$ cat src/rtl/key_write_guard.sv
module key_write_guard #(
  parameter int unsigned    AW         = 24,
  parameter logic [AW-1:0]  WIN_A_BASE = 24'h300320,
  parameter int unsigned    WIN_A_LEN  = 13,
  parameter logic [AW-1:0]  WIN_B_BASE = 24'h300800,
  parameter int unsigned    WIN_B_LEN  = 26,
  parameter logic [AW-1:0]  SOLO_ADDR  = 24'h30083E,
  parameter logic [AW-1:0]  KEY_ADDR   = 24'h30083F,
  parameter logic [AW-1:0]  STAT_ADDR  = 24'h30083C,
  parameter logic [7:0]     KEY_VALUE  = 8'h96
) (
  input  logic          clk,
  input  logic          rst_n,
  input  logic [AW-1:0] bus_addr,
  input  logic [7:0]    bus_wdata,
  input  logic          bus_we,
  output logic [7:0]    bus_rdata,
  output logic          guard_we,
  output logic          open_we,
  output logic          drop_flag
);
  localparam int unsigned NREG = WIN_A_LEN + WIN_B_LEN + 1;
  localparam int unsigned IW   = $clog2(NREG);

  logic [7:0]    key_q;
  logic [7:0]    bank [NREG];
  logic [AW-1:0] offs_a, offs_b;
  logic          hit_a, hit_b, hit_s, in_guard, unlocked;
  logic          is_key, is_stat;
  logic [IW-1:0] idx;

  assign offs_a   = bus_addr - WIN_A_BASE;
  assign offs_b   = bus_addr - WIN_B_BASE;
  assign hit_a    = (bus_addr >= WIN_A_BASE) && (offs_a < AW'(WIN_A_LEN));
  assign hit_b    = (bus_addr >= WIN_B_BASE) && (offs_b < AW'(WIN_B_LEN));
  assign hit_s    = (bus_addr == SOLO_ADDR);
  assign in_guard = hit_a | hit_b | hit_s;
  assign is_key   = (bus_addr == KEY_ADDR);
  assign is_stat  = (bus_addr == STAT_ADDR);
  assign unlocked = (key_q == KEY_VALUE);

  assign idx = hit_a ? IW'(offs_a)
             : hit_b ? IW'(offs_b) + IW'(WIN_A_LEN)
             : IW'(NREG - 1);

  assign guard_we = bus_we & in_guard & unlocked;
  assign open_we  = bus_we & ~in_guard & ~is_key & ~is_stat;

  always_comb begin
    if (is_key)        bus_rdata = key_q;
    else if (is_stat)  bus_rdata = {7'b0, drop_flag};
    else if (in_guard) bus_rdata = bank[idx];
    else               bus_rdata = 8'h00;
  end

  always_ff @(posedge clk or negedge rst_n) begin
    if (!rst_n) begin
      key_q     <= 8'h00;
      drop_flag <= 1'b0;
    end else begin
      if (bus_we && is_key) key_q <= bus_wdata;
      if (bus_we && in_guard && !unlocked) drop_flag <= 1'b1;
      else if (bus_we && is_stat && bus_wdata[0]) drop_flag <= 1'b0;
    end
  end

  always_ff @(posedge clk or negedge rst_n) begin
    if (!rst_n) begin
      for (int i = 0; i < int'(NREG); i++) bank[i] <= 8'h00;
    end else if (guard_we) begin
      bank[idx] <= bus_wdata;
    end
  end
endmodule

$ cat config.mk
export PLATFORM = sky130hd
export DESIGN_NAME = key_write_guard
export DESIGN_NICKNAME = d
export VERILOG_FILES = /design/src/rtl/key_write_guard.sv
export SDC_FILE = /design/constraint.sdc
export NUM_CORES = 1
export LEC_CHECK = 0
export ABC_AREA = 1
export BUFFER_PORTS_ARGS = -buffer_cell sky130_fd_sc_hd__buf_4
export CAP_MARGIN = 20
export CELL_PAD_IN_SITES_DETAIL_PLACEMENT = 0
export CELL_PAD_IN_SITES_GLOBAL_PLACEMENT = 1
export CORE_MARGIN = 10
export CORE_UTILIZATION = 29
export DETAILED_ROUTE_END_ITERATION = 10
export PLACE_DENSITY_LB_ADDON = 0.12
export SYNTH_ARGS = -nofsm -noshare
export SYNTH_HDL_FRONTEND = slang
export SYNTH_SLANG_ARGS = --single-unit
$ cat constraint.sdc
create_clock -name clk -period 2.85 [get_ports clk]
set_input_delay 0.1425 -clock clk [delete_from_list [all_inputs] [get_ports clk]]
set_output_delay 0.1425 -clock clk [all_outputs]
set_load 0.005 [all_outputs]
== After elaboration in Yosys (flattened, before gate mapping) ==
Index checks and enable logic that the tools add are counted.
Operators by class
  $add $sub $neg: 3
  magnitude comparators: 6
  equal/unequal tests: 4
  mux-type cells: 13
  bitwise gates (word level): 11
  reduce and logical (&&, ||, !) cells: 10
Operators with widths (count)
  bitwise mux 320 bit: 1
  == test 24 x 22 -> 1 bit, second input constant: 3
  binary-select mux 8 bit (select 6 bit): 1
  demux 8 bit (select 6 bit): 1
  >= comparator 24 x 22 -> 1 bit, second input constant: 2
  2-to-1 mux 8 bit: 6
  subtractor 24 x 22 -> 24 bit, second input constant: 2
  < comparator 24 x 4 -> 1 bit, second input constant: 1
  < comparator 24 x 5 -> 1 bit, second input constant: 1
  2-to-1 mux 6 bit: 2
  == test 8 bit, second input constant: 1
  logical AND 1 bit: 8
  >= comparator 7 bit, second input constant: 1
  < comparator 7 x 1 -> 1 bit, second input constant: 1
  NOT 6 -> 7 bit: 1
  adder 6 x 4 -> 6 bit, second input constant: 1
  bitwise AND 1 bit: 5
  NOT 1 bit: 3
  2-to-1 mux 1 bit: 2
  OR 1 bit: 2
  nonzero test 2 bit: 1
  logical NOT 1 bit: 1
Word-level totals
  register bits after elaboration: 329
  bits of input ports: 35
  output and inout bits: 11
  word-level logic and storage cells: 89

== Depth between registers and ports, before layout ==
Gate-level depths: netlist of the first run.
  depth after elaboration: 12
  depth in mapped cells: 28
  mapped depth without buffers: 26

== Least setup slack after synthesis of the first run ==
No wires, ideal clock.
  path type: input -> register
  start: input bus_addr[11]
  end: register bank[14] in the netlist's numbering
  library setup time: 129 ps
  arrival: 2720 ps
  required time: 2721 ps
  setup slack: 0 ps
  stages: 22
  buffers on the path: 1
  cells stage by stage: inv_1 ha_1 inv_1 a21oi_1 nand2_1 nand2_1 nand2_1 nor2_2 nand2_1 nor2_4 nand4_2 nand2_2 inv_2 o21ai_4 nand2_2 nor2_4 inv_2 nor4_4 nand2_4 buf_6 nand2_2 o21ai_2
Between the ends
  elaborated cells between the ends (all ways): 22
  those cells by class: 2 x add/sub; 6 x order compare; 1 x eq/ne; 5 x mux; 5 x bitwise; 3 x reduce/logical
RTL lines
  start, declared: RTL line 14  | input logic [AW-1:0] bus_addr,
  subtractor 24 x 22 -> 24 bit, on equally long branches: RTL line 32, 33
  < comparator 24 x 4 -> 1 bit / < comparator 24 x 5 -> 1 bit (equally long branches): RTL line 34, 35
  logical AND 1 bit, on equally long branches: RTL line 34, 35
  OR 1 bit: RTL line 37  | assign in_guard = hit_a | hit_b | hit_s;
  OR 1 bit (*): RTL line 37
  bitwise AND 1 bit (*) (2 in a row): RTL line 46  | assign guard_we = bus_we & in_guard & unlocked;
  net guard_we: RTL line 18  | output logic guard_we,
  end signal, assigned by index: RTL line 71  | bank[idx] <= bus_wdata;
  end, declared: RTL line 26  | logic [7:0] bank [NREG];
Mark *: on every way through the listed nets, which the timed path passes. The rest lies on a longest branch.
A chain may end at the register's enable or synchronous reset.

== Final worst setup path of the first run ==
  start: input bus_addr[5]
  end: output bus_rdata[2]
Between the ends
  longest elaborated chain between the ends: 12
  elaborated cells between the ends (all ways): 23
  those cells by class: 3 x add/sub; 4 x order compare; 3 x eq/ne; 8 x mux; 3 x bitwise; 2 x reduce/logical
Ends and longest elaborated chain
  subtractor 24 x 22 -> 24 bit: RTL line 33  | assign offs_b = bus_addr - WIN_B_BASE;
  < comparator 24 x 5 -> 1 bit: RTL line 35  | assign hit_b = (bus_addr >= WIN_B_BASE) && (offs_b < AW'(WIN_B_LEN));
  logical AND 1 bit: RTL line 35
  2-to-1 mux 6 bit: RTL line 43  | : hit_b ? IW'(offs_b) + IW'(WIN_A_LEN)
  2-to-1 mux 6 bit: RTL line 42  | assign idx = hit_a ? IW'(offs_a)
  NOT 6 -> 7 bit (implied by the code): RTL line 52  | else if (in_guard) bus_rdata = bank[idx];
  binary-select mux 8 bit (select 6 bit): RTL line 52
  2-to-1 mux 8 bit (implied by the code) (2 in a row): RTL line 52
  2-to-1 mux 8 bit: RTL line 52
  2-to-1 mux 8 bit: RTL line 51  | else if (is_stat) bus_rdata = {7'b0, drop_flag};
  2-to-1 mux 8 bit (*): RTL line 50  | if (is_key) bus_rdata = key_q;
  end, declared: RTL line 17  | output logic [7:0] bus_rdata,
Mark *: on every way between the ends. The rest lies on a longest branch, timed or not. The select of a mux whose other input is x is not followed.

==> results of run 1 <==
[Yosys cell counts, drive strengths merged]
cell type	count
a32o	1
ha	10
clkbuf	85
nor2	133
inv	226
o211ai	1
o211a	1
xor2	8
and2	2
a21boi	1
clkinv	1
nand3b	41
dfrtp	329
o21ai	472
nand3	102
xnor2	1
nor3b	1
buf	47
o21bai	1
nor4	1
nand4	22
nor3	16
a21oi	18
nand2	992
[registers in the layout (all words and copies together) (netlist names)]
name       count
bank         320
key_q          8
drop_flag      1
[per-layer routing]
layer  vias up  global-route usage  share of wire
met2       288               0.294           0.45
met1      8357               0.263           0.49
met3        82              0.0231          0.037
met5         -                   0              0
met4         0              0.0470          0.021
li1       8643                   -              -
[per-stage QoR]
stage                     setup TNS, ns  worst slack, ns  cells
after floorplan                       0         0.000491   2512
final                             -3.56           -0.485   3690
after global placement          -229.59            -1.04   3545
after detailed placement        -230.40            -1.02   3545
after global routing              -5.92           -0.664   3690
after CTS                         -4.92           -0.470   3672
[power by group through the flow]
| stage | Combinational, mW | Clock (mW) | Sequential [mW] |
|---|---|---|---|
| 3_3_place_gp | 0.656 | 0 | 4.76 |
| 6_report | 0.758 | 5.50 | 4.67 |
| 3_5_place_dp | 0.654 | 0 | 4.76 |
| 4_1_cts | 0.732 | 5.66 | 4.67 |
| 2_1_floorplan | 0.215 | 0 | 4.76 |
| 5_1_grt | 0.828 | 5.85 | 4.67 |
[worst max-delay path by stage]
| stage | endpoint | startpoint | depth (start not counted) |
|---|---|---|---|
| after floorplan | bank[14] | bus_addr[11] | 22 |
| after global routing | bus_rdata[2] | bus_addr[5] | 28 |
| after global placement | bus_rdata[4] | bus_addr[12] | 23 |
| after detailed placement | bus_rdata[6] | bus_addr[12] | 24 |
| final | bus_rdata[2] | bus_addr[5] | 27 |
| after CTS | bus_rdata[6] | bus_addr[12] | 27 |
[layout make-up]
cell class                      instances  area share
Clock buffer                           64      0.0490
Clock inverter                         11     0.00656
Inverter                              227      0.0350
Multi-Input combinational cell       1827       0.384
Sequential cell                       329       0.325
Tap cell                              837      0.0413
Timing Repair Buffer                  395       0.159
[cells in the final DEF, fill, tap and decap left out, types with 9 or more instances in the layout]
master	n
nand2_4	21
nand4_1	21
clkbuf_1	11
o21ai_1	214
o21ai_2	49
nand3_2	31
buf_4	275
nor2_1	81
nand3_4	12
o21ai_4	9
nand3b_1	41
clkbuf_16	49
nand2_8	11
dfrtp_1	329
nor2_2	25
inv_1	188
inv_2	29
buf_12	48
clkbuf_8	11
nand2_2	122
nand2_1	840
nor2_4	27
o21ai_0	200
buf_6	51
nand3_1	60
[cell families (layout without fill, tap and decap cells)]
| group | count (synthesis) | after routing | share of synthesized area |
|---|---|---|---|
| simple gates | 1310 | 1313 | 0.307 |
| compound gates | 495 | 495 | 0.148 |
| fa+ha+maj | 10 | 10 | 0.00690 |
| buf+inv | 359 | 697 | 0.0795 |
| flops | 329 | 329 | 0.454 |
| xor+xnor | 9 | 9 | 0.00435 |
[worst max-delay path, stage by stage]
cell and delay, ns:
buf_6 0.08, inv_4 0.04, buf_6 0.13, ha_4 0.26, nand4_1 0.14, nor2_2 0.22, nand2_1 0.07, nor2_1 0.09
nand4_1 0.13, nor2_4 0.19, nand2_4 0.09, nand2_1 0.09, nand2_2 0.08, nand3_4 0.10, buf_6 0.11, nor2_2 0.04
buf_6 0.12, buf_6 0.11, nand3b_1 0.08, o21ai_1 0.08, nor2_2 0.15, nand2_2 0.09, nand2_1 0.07, nand2_1 0.08
o21ai_1 0.15, buf_4 0.16, buf_6 0.10
[repair_timing]
item                                    CTS  global route
setup buffers                            41            20
resized for setup                       301           176
endpoints found under the setup margin  195           287
endpoints found under the hold margin    91             0
pin swaps                               104            88
hold buffers                              4             0
gates cloned                             11             7
==> impl_results.md, run 1 <==
- Outcome: finished with violations
- Failing checks: negative setup slack
- CTS Buf Count: 41
- Design Power: 10.9 mW
- Final slew viol count: 0
- Number of remaining DRC errors: 0
- Worst hold stages: 3
- Crit-path max FO: 5
- Hold Path Sink: bank[15]
- Area occupied by multi-input gates: 9750 sq um
- Wirelength per Cell: 18.9 um
- RR Startpoint: key_q[5]
- Synth Net Count: 2557
- # fillers: 6480
- Critical Path AT: 3.19 ns
- Port bufs: 45
- Core Rows: 91
- Die ar.: 72900 sq um
- Power density cells: 431 nW/um^2
- Static Leakage: 11.4 nW
- Hold Path Class: input pin to flop
- Number of clock sinks: 329
- N_diodes: 0
- RSZ-0062 raised after global routing: true
- Routed WL: 69600 um
- Die H: 270 um
- Initial Util: 0.293
- Antenna Nets Post-Route: 0
- Largest net degree at the start of global routing: 89
- CP Capture Type: output port
- Yosys top cell by area: dfrtp_1
- Combinational share of power: 0.069
- R2R setup slack: 0.55 ns
- NetSw: 2.64 mW
- Buffer depth of the longest clock path: 3
- Tightest Pin Transition: 0.958 ns
- Layout Cell Area excl Fill: 25400 sq um
- Post-Synthesis Cells: 2512
- H-tree depth: 2
- Internal: 8.29 mW
- Data required, critical path: 2.71 ns
- DR pass1 iterations: 5
- Max VDD drop: 0.334 mV
- Area share of the largest cell type after synthesis: 0.454
- Area growth, synth to finish: 40.0%
- Final Cycle Share: 1.17
- Vias: 17400
- Hold slack: 0.0644 ns
- Register clock-pin slew on the reported worst setup and hold paths: 0.05 ns
- FF-to-FF End: bank[89]
- Worst r2r path cells: 10
- Kind of critical path: input pin to output port
- Final setup vio count: 8
- Highest clock rate: 300 MHz
- Distinct cells, synth: 39
- Final hold vios: 0
- GR Util All Layers: 0.186
- First-pass GRT wire length: 107000 um
- Critical hold path startpoint: bus_wdata[7]
- Sw Ratio: 0.241
- Placed instance area: 21600 sq um
- Post-DP HPWL: 47100 um
- Synth area leaders: dfrtp_1, nand2_1, o21ai_0, o21ai_1, inv_1
- Startpoint types: input pin
- Nets: 2866
- Post-synthesis sequential area ratio: 0.454
- Clock power frac: 0.503
- Gpl congestion: 0.898
- Post-Syn Area per Cell: 7.21 sq um
- Slack of the critical path: -0.485 ns
- Grt ovf: 0
- DRT iter0 DRCs: 1339
- Vias in the first global route: 17200
- Post-synthesis register bit count: 329
- Mapped Area: 18100 sq um
- Layout cells sized above 1: 0.291
- Core Util, Final: 0.410
- Max_cap viols: 0
- Storage cell area: 8230 sq um
- Ports: 46
- Clk Latency, worst-skew pair: 0.57 ns
- Number of antenna violations at the first check in global routing: 0
- Clk root buf: clkbuf_16
- Yosys warnings: 0
- CTS tree: yes
- Skew final: 0.0152 ns
- Fin crit period: 3.34 ns
- Vias/cell: 4.71
- Relative slew slack: 0.361
- Sequential Power Share: 0.428
- Die Wd: 270 um
- Area of the core: 61800 sq um
No activity file was read; power rests on OpenSTA's default activity.
==> inputs of run 2 (changes only) <==
REMOVE_ABC_BUFFERS = 1   (was unset)
==> run 2 against run 1 <==
  * The flow still finishes with violations (negative setup slack)
  * Non-clock buffer count is 1 lower
  * Global-route usage is 0.26 points higher
  * Flip-flop and latch count stayed put
  * Clock-buffer cell count is 2 lower
  * Via count is 0.50% lower
  * Clock skew is 0.0019 ns higher
  * Clock power is 2% higher
  * Worst setup slack worse by 0.014 ns
  * Worst hold slack worse by 0.029 ns
  * First-iteration DRC count is 17% lower
  * Routed wire length is 0.19% higher
  * Highest routed layer unchanged
==> impl_results.md, run 2 (synthesis results as in run 1) <==
- Critical hold path startpoint: bus_wdata[6]
- Pre-CTS setup slack: -1.01 ns (+0.00956 ns)
- Max_cap viols: 0 (unchanged)
- Fin cells: 3690 (unchanged)
- Nets: 2866 (unchanged)
- Area of the core: 61800 sq um (unchanged)
- R2R setup slack: 0.51 ns (-0.04 ns)
- Number of clock sinks: 329 (unchanged)
- Die Wd: 270 um (unchanged)
- Static Leakage: 11.5 nW (+0.35%)
- Hold slack: 0.0349 ns (-0.0295 ns)
- DR pass1 iterations: 7 (+2)
- Die ar.: 72900 sq um (unchanged)
- Reg with most FFs: bank
- DRT iter0 DRCs: 1105 (-17%)
- Outcome: finished with violations
- Slack of the critical path: -0.499 ns (-0.0142 ns)
- RSZ-0062 raised after global routing: true
- Final TNS setup: -3.73 ns (-0.176 ns)
- Kind of critical path: input pin to output port
- Startpoint types: input pin
- Placed insts: 3557 (+0.34%)
- Clk Latency, worst-skew pair: 0.59 ns (+0.02 ns)
- RR Startpoint: key_q[5]
- Vias in the first global route: 17300 (+0.37%)
- Hold Path Class: input pin to flop
- Final slew viol count: 0 (unchanged)
- # fillers: 6421 (-0.91%)
- NetSw: 2.70 mW (+2.3%)
- Antenna Nets Post-Route: 0 (unchanged)
- Final setup vio count: 8 (unchanged)
- Clk root buf: clkbuf_16
- Sw Ratio: 0.243 (+0.00209)
- Routed WL: 69700 um (+0.19%)
- Biggest regs: bank x320, key_q x8, drop_flag x1
- Internal: 8.38 mW (+1.1%)
- GR Util All Layers: 0.188 (+0.00257)
- Vias/cell: 4.68 (-0.50%)
- Buffer depth of the longest clock path: 3 (unchanged)
- Sequential Power Share: 0.422 (-0.006)
- Number of antenna violations at the first check in global routing: 0 (unchanged)
- Final Cycle Share: 1.18 (+0.00499)
- Clock power frac: 0.509 (+0.006)
- N_diodes: 0 (unchanged)
- CTS tree: yes
- Area growth, synth to finish: 38.8%
- Max FFs per register: 320 (unchanged)
- Skew final: 0.0171 ns (+0.00189 ns)
- Relative slew slack: 0.414 (+0.0529)
- Commonest non-fill, non-tap cell in the layout: nand2_1
- Critical Path AT: 3.21 ns (+0.02 ns)
- Tightest Pin Transition: 0.879 ns (-0.0793 ns)
- Die H: 270 um (unchanged)
- Gpl congestion: 0.846 (-5.8%)
- Register clock-pin slew on the reported worst setup and hold paths: 0.05 ns (about the same)
- Largest net degree at the start of global routing: 70 (-21%)
- Crit path top cell by count: nand2_1
- Number of remaining DRC errors: 0 (unchanged)
- H-tree depth: 2 (unchanged)
- Crit-path max FO: 6 (+1)
- Hold Path Sink: bank[206]
- Worst hold stages: 3 (unchanged)
- Design Power: 11.1 mW (+1.4%)
- CP Capture Type: output port
- Failing checks: negative setup slack
- Commonest non-fill, non-tap cells in the layout: nand2_1, dfrtp_1, buf_4
- CTS Buf Count: 43 (+4.9%)
- Highest clock rate: 299 MHz (-0.42%)
- FF-to-FF End: bank[27]
- Combinational share of power: 0.070 (about the same)
- Worst r2r path cells: 10 (unchanged)
- CP peak stage delay: 0.18 ns (-0.08 ns)
- Post-DP HPWL: 47700 um (+1.5%)
- Fin crit period: 3.35 ns (+0.0142 ns)
- Power density cells: 440 nW/um^2 (+2.2%)
- Vias: 17300 (-0.50%)
- First-pass GRT wire length: 107000 um (+0.40%)
- Final hold vios: 0 (unchanged)
- Ports: 46 (unchanged)
- Layout cells sized above 1: 0.278 (-0.0137)
- Data required, critical path: 2.71 ns (about the same)
- Grt ovf: 0 (unchanged)
- Core Rows: 91 (unchanged)
- Initial Util: 0.293 (unchanged)
- Max VDD drop: 0.607 mV (+82%)
- Port bufs: 45 (unchanged)
- Wirelength per Cell: 18.9 um (+0.19%)
- Slowest-stage cell, CP: buf_6
run 2: cell types whose count changed in the layout (fill, tap and decap cells not counted), moves of 20 or more:
cell	before	now
buf_4	275	295
nand2_2	122	83
nand2_1	840	873
o21ai_0	200	223
buf_6	51	27
o21ai_1	214	192
run 2: worst max path at each step:
stage / startpoint / end / slack, ns / depth (start not counted)
finish: bus_addr[5] / bus_rdata[5] / -0.50 / 29
global route: bus_addr[6] / bus_rdata[5] / -0.68 / 26
CTS: bus_addr[6] / bus_rdata[7] / -0.52 / 28
detailed placement: bus_addr[11] / bus_rdata[7] / -1.01 / 25
global placement: bus_addr[12] / bus_rdata[7] / -1.04 / 28
floorplan: bus_addr[11] / bank[109] / -2.01 / 17
run 2: repair_timing:
item,CTS,global route
hold buffers,3,0
endpoints found under the setup margin,106,280
endpoints found under the hold margin,63,0
gates resized for setup,230,144
pin swaps,57,65
buffers inserted,27,15
gates cloned,11,4
run 2: per-stage QoR:
step / area (sq um) / utilization
after floorplan: 17500 / -
after global placement: 21700 / 0.351
after detailed placement: 21700 / 0.351
after CTS: 24500 / 0.396
after global routing: 25200 / 0.407
final: 25200 / 0.407
run 2: cell type report:
cell class                 instances  area [sq um]  area share
clock inverter                    15           244     0.00970
sequential                       329          8230       0.327
timing repair buffer             394          4020       0.160
multi-input combinational       1826          9510       0.378
tap                              837          1050      0.0416
inverter                         227           880      0.0350
clock buffer                      62          1220      0.0484
run 2: critical path, delay by kind of cell:
kind	cells	cell delay, ns
buffers and inverters	12	1.50
AO/OA/AOI/OAI	2	0.19
AND/OR/NAND/NOR	14	1.21
XOR/XNOR	1	0.13
run 2: routing by layer:
metal / track usage / vias to the layer above / part of all wire
met5: 0 / - / 0
met2: 0.303 / 277 / 0.46
met1: 0.262 / 8293 / 0.48
li1: - / 8634 / -
met4: 0.0469 / 0 / 0.019
met3: 0.0254 / 80 / 0.039
run 2: power by group through the flow:
stage          clock [mW]  sequential [mW]  combinational (mW)
2_1_floorplan           0             4.76               0.195
3_3_place_gp            0             4.76               0.674
3_5_place_dp            0             4.76               0.671
4_1_cts              5.80             4.67               0.738
5_1_grt              6.00             4.67               0.841
6_report             5.63             4.67               0.771
